## config.mk

```make
export PLATFORM = sky130hd
export DESIGN_NAME = stopclk_ctrl
export DESIGN_NICKNAME = d
export VERILOG_FILES = /design/src/rtl/stopclk_pkg.sv /design/src/rtl/stopclk_sync.sv /design/src/rtl/stopclk_ack_track.sv /design/src/rtl/stopclk_fsm.sv /design/src/rtl/stopclk_ctrl.sv
export SDC_FILE = /design/constraint.sdc
export NUM_CORES = 1
export LEC_CHECK = 0
export ABC_AREA = 1
export BUFFER_PORTS_ARGS = -buffer_cell sky130_fd_sc_hd__buf_2
export CAP_MARGIN = 30
export CORE_MARGIN = 3
export CORE_UTILIZATION = 34
export DETAILED_ROUTE_END_ITERATION = 6
export GPL_ROUTABILITY_DRIVEN = 0
export PLACE_DENSITY = 0.62
export SLEW_MARGIN = 10
export SYNTH_ARGS = -nofsm -noshare
export SYNTH_HDL_FRONTEND = slang
export SYNTH_HIERARCHICAL = 1
export SYNTH_SLANG_ARGS = --single-unit
```

## constraint.sdc

```tcl
create_clock -name clk_i -period 1.2 [get_ports clk_i]
set_input_delay 0.18 -clock clk_i [delete_from_list [all_inputs] [get_ports clk_i]]
set_output_delay 0.18 -clock clk_i [all_outputs]
set_load 0.005 [all_outputs]
```

## src/rtl/stopclk_pkg.sv

```systemverilog
`timescale 1ns/1ps
package stopclk_pkg;
  localparam int unsigned SC_STATE_W = 3;

  typedef enum logic [SC_STATE_W-1:0] {
    ST_RUN     = 3'd0,
    ST_RECOG   = 3'd1,
    ST_FLUSH   = 3'd2,
    ST_DRAIN   = 3'd3,
    ST_ACK     = 3'd4,
    ST_GRANT   = 3'd5,
    ST_STOPCLK = 3'd6
  } sc_state_e;
endpackage

```

## src/rtl/stopclk_sync.sv

```systemverilog
`timescale 1ns/1ps
module stopclk_sync #(
  parameter int unsigned STAGES = 2
) (
  input  logic clk_i,
  input  logic rst_ni,
  input  logic async_i,
  output logic sync_o
);
  logic [STAGES-1:0] chain_q;

  generate
    if (STAGES == 1) begin : g_single
      always_ff @(posedge clk_i or negedge rst_ni) begin
        if (!rst_ni) chain_q <= '0;
        else         chain_q <= async_i;
      end
    end else begin : g_chain
      always_ff @(posedge clk_i or negedge rst_ni) begin
        if (!rst_ni) chain_q <= '0;
        else         chain_q <= {chain_q[STAGES-2:0], async_i};
      end
    end
  endgenerate

  assign sync_o = chain_q[STAGES-1];
endmodule

```

## src/rtl/stopclk_ack_track.sv

```systemverilog
`timescale 1ns/1ps
module stopclk_ack_track (
  input  logic clk_i,
  input  logic rst_ni,
  input  logic in_ack_i,
  input  logic ack_rdy_i,
  input  logic wbe_i,
  input  logic wbe_mask_i,
  output logic ack_req_o,
  output logic gate_ok_o
);
  logic rdy_seen_q;

  always_ff @(posedge clk_i or negedge rst_ni) begin
    if (!rst_ni)        rdy_seen_q <= 1'b0;
    else if (!in_ack_i) rdy_seen_q <= 1'b0;
    else if (ack_rdy_i) rdy_seen_q <= 1'b1;
  end

  assign ack_req_o = in_ack_i && !rdy_seen_q;
  assign gate_ok_o = in_ack_i && (rdy_seen_q || ack_rdy_i) && (wbe_i || wbe_mask_i);
endmodule

```

## src/rtl/stopclk_fsm.sv

```systemverilog
`timescale 1ns/1ps
module stopclk_fsm
  import stopclk_pkg::*;
(
  input  logic      clk_i,
  input  logic      rst_ni,
  input  logic      req_i,
  input  logic      retire_bnd_i,
  input  logic      flush_done_i,
  input  logic      bus_idle_i,
  input  logic      ack_open_i,
  input  logic      gate_ok_i,
  input  logic      bus_clk_stop_i,
  output sc_state_e state_o,
  output logic      resume_o,
  output logic      err_o
);
  sc_state_e state_q, state_d;
  logic pend_q, resume_q, err_q, viol;

  always_comb begin
    state_d = state_q;
    viol    = 1'b0;
    unique case (state_q)
      ST_RUN: begin
        if (req_i && retire_bnd_i) state_d = ST_RECOG;
        viol = pend_q && !req_i;
      end
      ST_RECOG: begin
        if (!req_i) begin viol = 1'b1; state_d = ST_RUN; end
        else state_d = ST_FLUSH;
      end
      ST_FLUSH: begin
        if (!req_i) begin viol = 1'b1; state_d = ST_RUN; end
        else if (flush_done_i) state_d = ST_DRAIN;
      end
      ST_DRAIN: begin
        if (!req_i) begin viol = 1'b1; state_d = ST_RUN; end
        else if (bus_idle_i) state_d = ST_ACK;
      end
      ST_ACK: begin
        viol = ack_open_i && !req_i;
        if (gate_ok_i) state_d = ST_GRANT;
      end
      ST_GRANT: begin
        if (bus_clk_stop_i) state_d = ST_STOPCLK;
        else if (!req_i)    state_d = ST_RUN;
      end
      ST_STOPCLK: begin
        if (!bus_clk_stop_i) state_d = ST_GRANT;
      end
      default: state_d = ST_RUN;
    endcase
  end

  always_ff @(posedge clk_i or negedge rst_ni) begin
    if (!rst_ni) begin
      state_q  <= ST_RUN;
      pend_q   <= 1'b0;
      resume_q <= 1'b0;
      err_q    <= 1'b0;
    end else begin
      state_q  <= state_d;
      pend_q   <= (state_q == ST_RUN) && req_i && !retire_bnd_i;
      resume_q <= (state_q == ST_GRANT) && (state_d == ST_RUN);
      if (viol) err_q <= 1'b1;
    end
  end

  assign state_o  = state_q;
  assign resume_o = resume_q;
  assign err_o    = err_q;
endmodule

```

## src/rtl/stopclk_ctrl.sv

```systemverilog
`timescale 1ns/1ps
module stopclk_ctrl
  import stopclk_pkg::*;
#(
  parameter int unsigned SYNC_STAGES = 2
) (
  input  logic                  clk_i,
  input  logic                  rst_ni,
  input  logic                  stop_req_ni,
  input  logic                  retire_bnd_i,
  output logic                  flush_req_o,
  input  logic                  flush_done_i,
  input  logic                  bus_idle_i,
  output logic                  ack_req_o,
  input  logic                  ack_rdy_i,
  input  logic                  wbe_i,
  input  logic                  wbe_mask_i,
  input  logic                  bus_clk_stop_i,
  output logic                  clk_en_o,
  output logic                  retire_en_o,
  output logic [SC_STATE_W-1:0] state_o,
  output logic                  err_o
);
  logic      req_s, gate_ok, resume, ack_open;
  sc_state_e state;

  stopclk_sync #(.STAGES(SYNC_STAGES)) u_sync (
    .clk_i   (clk_i),
    .rst_ni  (rst_ni),
    .async_i (!stop_req_ni),
    .sync_o  (req_s)
  );

  stopclk_ack_track u_ack (
    .clk_i      (clk_i),
    .rst_ni     (rst_ni),
    .in_ack_i   (state == ST_ACK),
    .ack_rdy_i  (ack_rdy_i),
    .wbe_i      (wbe_i),
    .wbe_mask_i (wbe_mask_i),
    .ack_req_o  (ack_open),
    .gate_ok_o  (gate_ok)
  );

  stopclk_fsm u_fsm (
    .clk_i          (clk_i),
    .rst_ni         (rst_ni),
    .req_i          (req_s),
    .retire_bnd_i   (retire_bnd_i),
    .flush_done_i   (flush_done_i),
    .bus_idle_i     (bus_idle_i),
    .ack_open_i     (ack_open),
    .gate_ok_i      (gate_ok),
    .bus_clk_stop_i (bus_clk_stop_i),
    .state_o        (state),
    .resume_o       (resume),
    .err_o          (err_o)
  );

  assign ack_req_o   = ack_open;
  assign flush_req_o = (state == ST_FLUSH);
  assign clk_en_o    = !((state == ST_GRANT) || (state == ST_STOPCLK));
  assign retire_en_o = (state == ST_RUN) && !resume;
  assign state_o     = state;
endmodule

```

==> summary.txt <==
Outcome
  • Outcome: complete, but fails checks
  • Failing checks: negative setup slack

Worst setup path
  • R2R Path Start: u_fsm/state_o[1]$_DFF_PN0_
  • Critical path class: reg -> out
  • Required time of the worst setup path: 1.02 ns
  • Crit start category: flop
  • Crit. End Element: primary output
  • CP max FO: 2
  • Crit path DAT: 1.12 ns
  • Crit path from: u_fsm/state_o[1]$_DFF_PN0_

Synth
  • Syn Nets: 85
  • Cells after Synth: 75
  • Async S/R FF share, synth: 100%
  • Syn avg cell area: 7.04 sq um
  • Register area share after synthesis: 42.7%
  • Most common cell in the netlist: nand2_1
  • Synth Cell Area: 528 sq um
  • Post-synth EDFFs: 0
  • Syn. warnings: 6
  • Netlist cell types: 19
  • Synth area leaders: dfrtp_1 (43%), nand2_1 (14%), inv_1 (7.1%), nand2_2 (4.7%), nand3_1 (4.7%)
  • Area leader, netlist: dfrtp_1
  • Synth Flop Type: dfrtp_1
  • Post-synth top cells: nand2_1 (20), inv_1 (10), dfrtp_1 (9)
  • #FFs+latches synth: 9
  • Share of the synthesized area in the top cell type: a little over two fifths

Clocking
  • CTS root buffer: clkbuf_4
  • Worst-path clk slew: about 0.06 ns
  • CTS tree: yes
  • Clock Latency Late Sink: ~0.25 ns
  • TritonCTS Sinks: 9
  • CTS max path bufs: 2
  • H-tree Lvls: 1
  • TritonCTS Buffers: 3

Floorplan
  • DIE AREA: 2060 sq um
  • Die W: 45.4 um
  • Core ar.: 1380 sq um
  • Num ports: 18
  • Die Span Y: around 45 um
  • Initial core utilization: a little under two fifths
  • Std cell rows: 13

STA
  • Fin Clk Skew: roughly 0.0057 ns
  • Max_slew headroom: roughly 80%
  • Setup TNS: -0.302 ns
  • Tcrit/Tclk final: 108%
  • Setup-failing EPs final: 4
  • Tightest Pin Transition: 0.271 ns
  • Minimum clock period: about 1.3 ns
  • PnR worst setup slack: -0.101 ns
  • Slew Viols, Final: 0
  • Final hold vios: 0
  • RSZ-0062 raised after global routing: yes
  • Fmax: 0.769 GHz

Power and ir drop
  • Peak supply drop: 1.03 mV
  • Total power: 1.62 mW
  • Leak: 0.432 nW
  • PwrDens: 2110 nW/um^2

Routing
  • Remaining DRCs: 0
  • Pre-Repair DR Iteration Count: 3
  • Routed vias: 558
  • DR vias/cell: 4.65
  • 1st-iter DRT viols: 5
  • DR WL/cell: 10.0 um
  • Post-DRT Antenna Nets: 0
  • Drt total wl: 1200 um

Global routing
  • First-pass GRT wire length: 1970 um
  • GRT busiest layer: met2
  • GRT Total Usage: 13.2%
  • GRT met1 Usage: 14.9%
  • Largest net degree at the start of global routing: 12
  • GRT overflow: 0
  • Global routing usage on met2: 23.4%
  • GR Util met3: 6.32%
  • Vias in the first global route: 518
  • Initial antenna violation count: 0

Worst hold path
  • Worst hold path startpoint: stop_req_ni
  • Hold Path Class: in -> reg

Cells and area
  • Ant. Diodes: 0
  • NumNets Final: 116
  • Design area: 769 sq um
  • Util after Layout: a little under three fifths
  • Fraction of layout cells with a size suffix above 1: 49.5%
  • Area added between synthesis and finish: 45.7%

Placed design
  • Detailed Place HPWL: 965 um
  • Area post-placement: 656 sq um
  • Port bufs: 17

Flow run
  • Max-cap viol count: 0
==> metal layers <==
layer  up-vias  wire, um
met5         -         0
met4         0         0
met3         0        76
met2        16       611
met1       253       516
li1        289         -
==> final timing paths <==
kind,end,slack [ns],cells past startpoint
min,u_sync/chain_q[0]$_DFF_PN0_,0.07,2
max in group asynchronous,u_fsm/state_o[1]$_DFF_PN0_,0.71,2
max reg2reg,u_fsm/state_o[0]$_DFF_PN0_,0.04,10
max,ack_req_o,-0.10,6
min in group asynchronous,u_fsm/resume_o$_DFF_PN0_,0.30,2
min reg2reg,u_sync/chain_q[1]$_DFF_PN0_,0.35,0
==> area by class of cell <==
class / instances / area [sq um]
Multi-Input combinational cell: 48 / 263
Timing Repair Buffer: 27 / 170
Tap cell: 15 / 18.8
Sequential cell: 9 / 226
Inverter: 17 / 65.1
Clock buffer: 4 / 26.3
Fill cell: 135 / 613
==> placed cells by master (no fill, tap or decap), drive strengths merged <==
cell type / netlist / final
clkbuf: 0 / 4
a21oi: 2 / 2
nor2: 8 / 8
o21bai: 2 / 2
nand4: 1 / 1
o21ai: 4 / 4
nor4: 1 / 1
dfrtp: 9 / 9
dlygate4sd3: 0 / 1
clkinv: 2 / 2
nor3: 1 / 1
inv: 15 / 15
nand3: 5 / 5
nand2: 24 / 24
buf: 1 / 26
==> repair_timing <==
item | CTS | global route
pin swaps | 4 | 5
endpoints found under the setup margin | 4 | 9
hold endpoints to repair | 9 | 0
gates resized for setup | 6 | 6
hold buffers | 1 | 0
setup buffers | 5 | 2
==> critical path, stage by stage, from the launching register on <==
cell and delay (ns):
dfrtp_2 0.40, inv_2 0.07, nand2_4 0.06, nor2_4 0.09, inv_2 0.04, nor2_2 0.08
buf_2 0.12
==> state kept, by name, summed over array words and instances (netlist names) <==
register	cells
u_ack/rdy_seen_q	1
u_fsm/err_o	1
u_fsm/pend_q	1
u_fsm/resume_o	1
u_fsm/state_o	3
u_sync/chain_q	2
==> report_power, final <==
| group | switching (mW) | total, mW | internal [mW] |
|---|---|---|---|
| sequential | 0.0405 | 0.412 | 0.371 |
| combinational | 0.536 | 0.988 | 0.452 |
| clock | 0.0940 | 0.221 | 0.127 |
| total | 0.670 | 1.62 | 0.951 |
==> logic make-up after synthesis <==
family / share of synthesized area [%]
compound gates: 9.95
buf+inv: 13.7
flops: 42.7
simple gates: 33.6
==> per-stage QoR <==
step | setup WS (ns) | instances | hold slack [ns]
final | -0.101 | 120 | 0.0679
after global routing | -0.163 | 120 | 0.0523
after CTS | -0.145 | 120 | 0.0581
after detailed placement | 0.0137 | 110 | 0.0398
after global placement | 0.0534 | 110 | 0.0401
after floorplan | 0.0279 | 75 | -0.116
No activity file was read; power rests on OpenSTA's default activity.
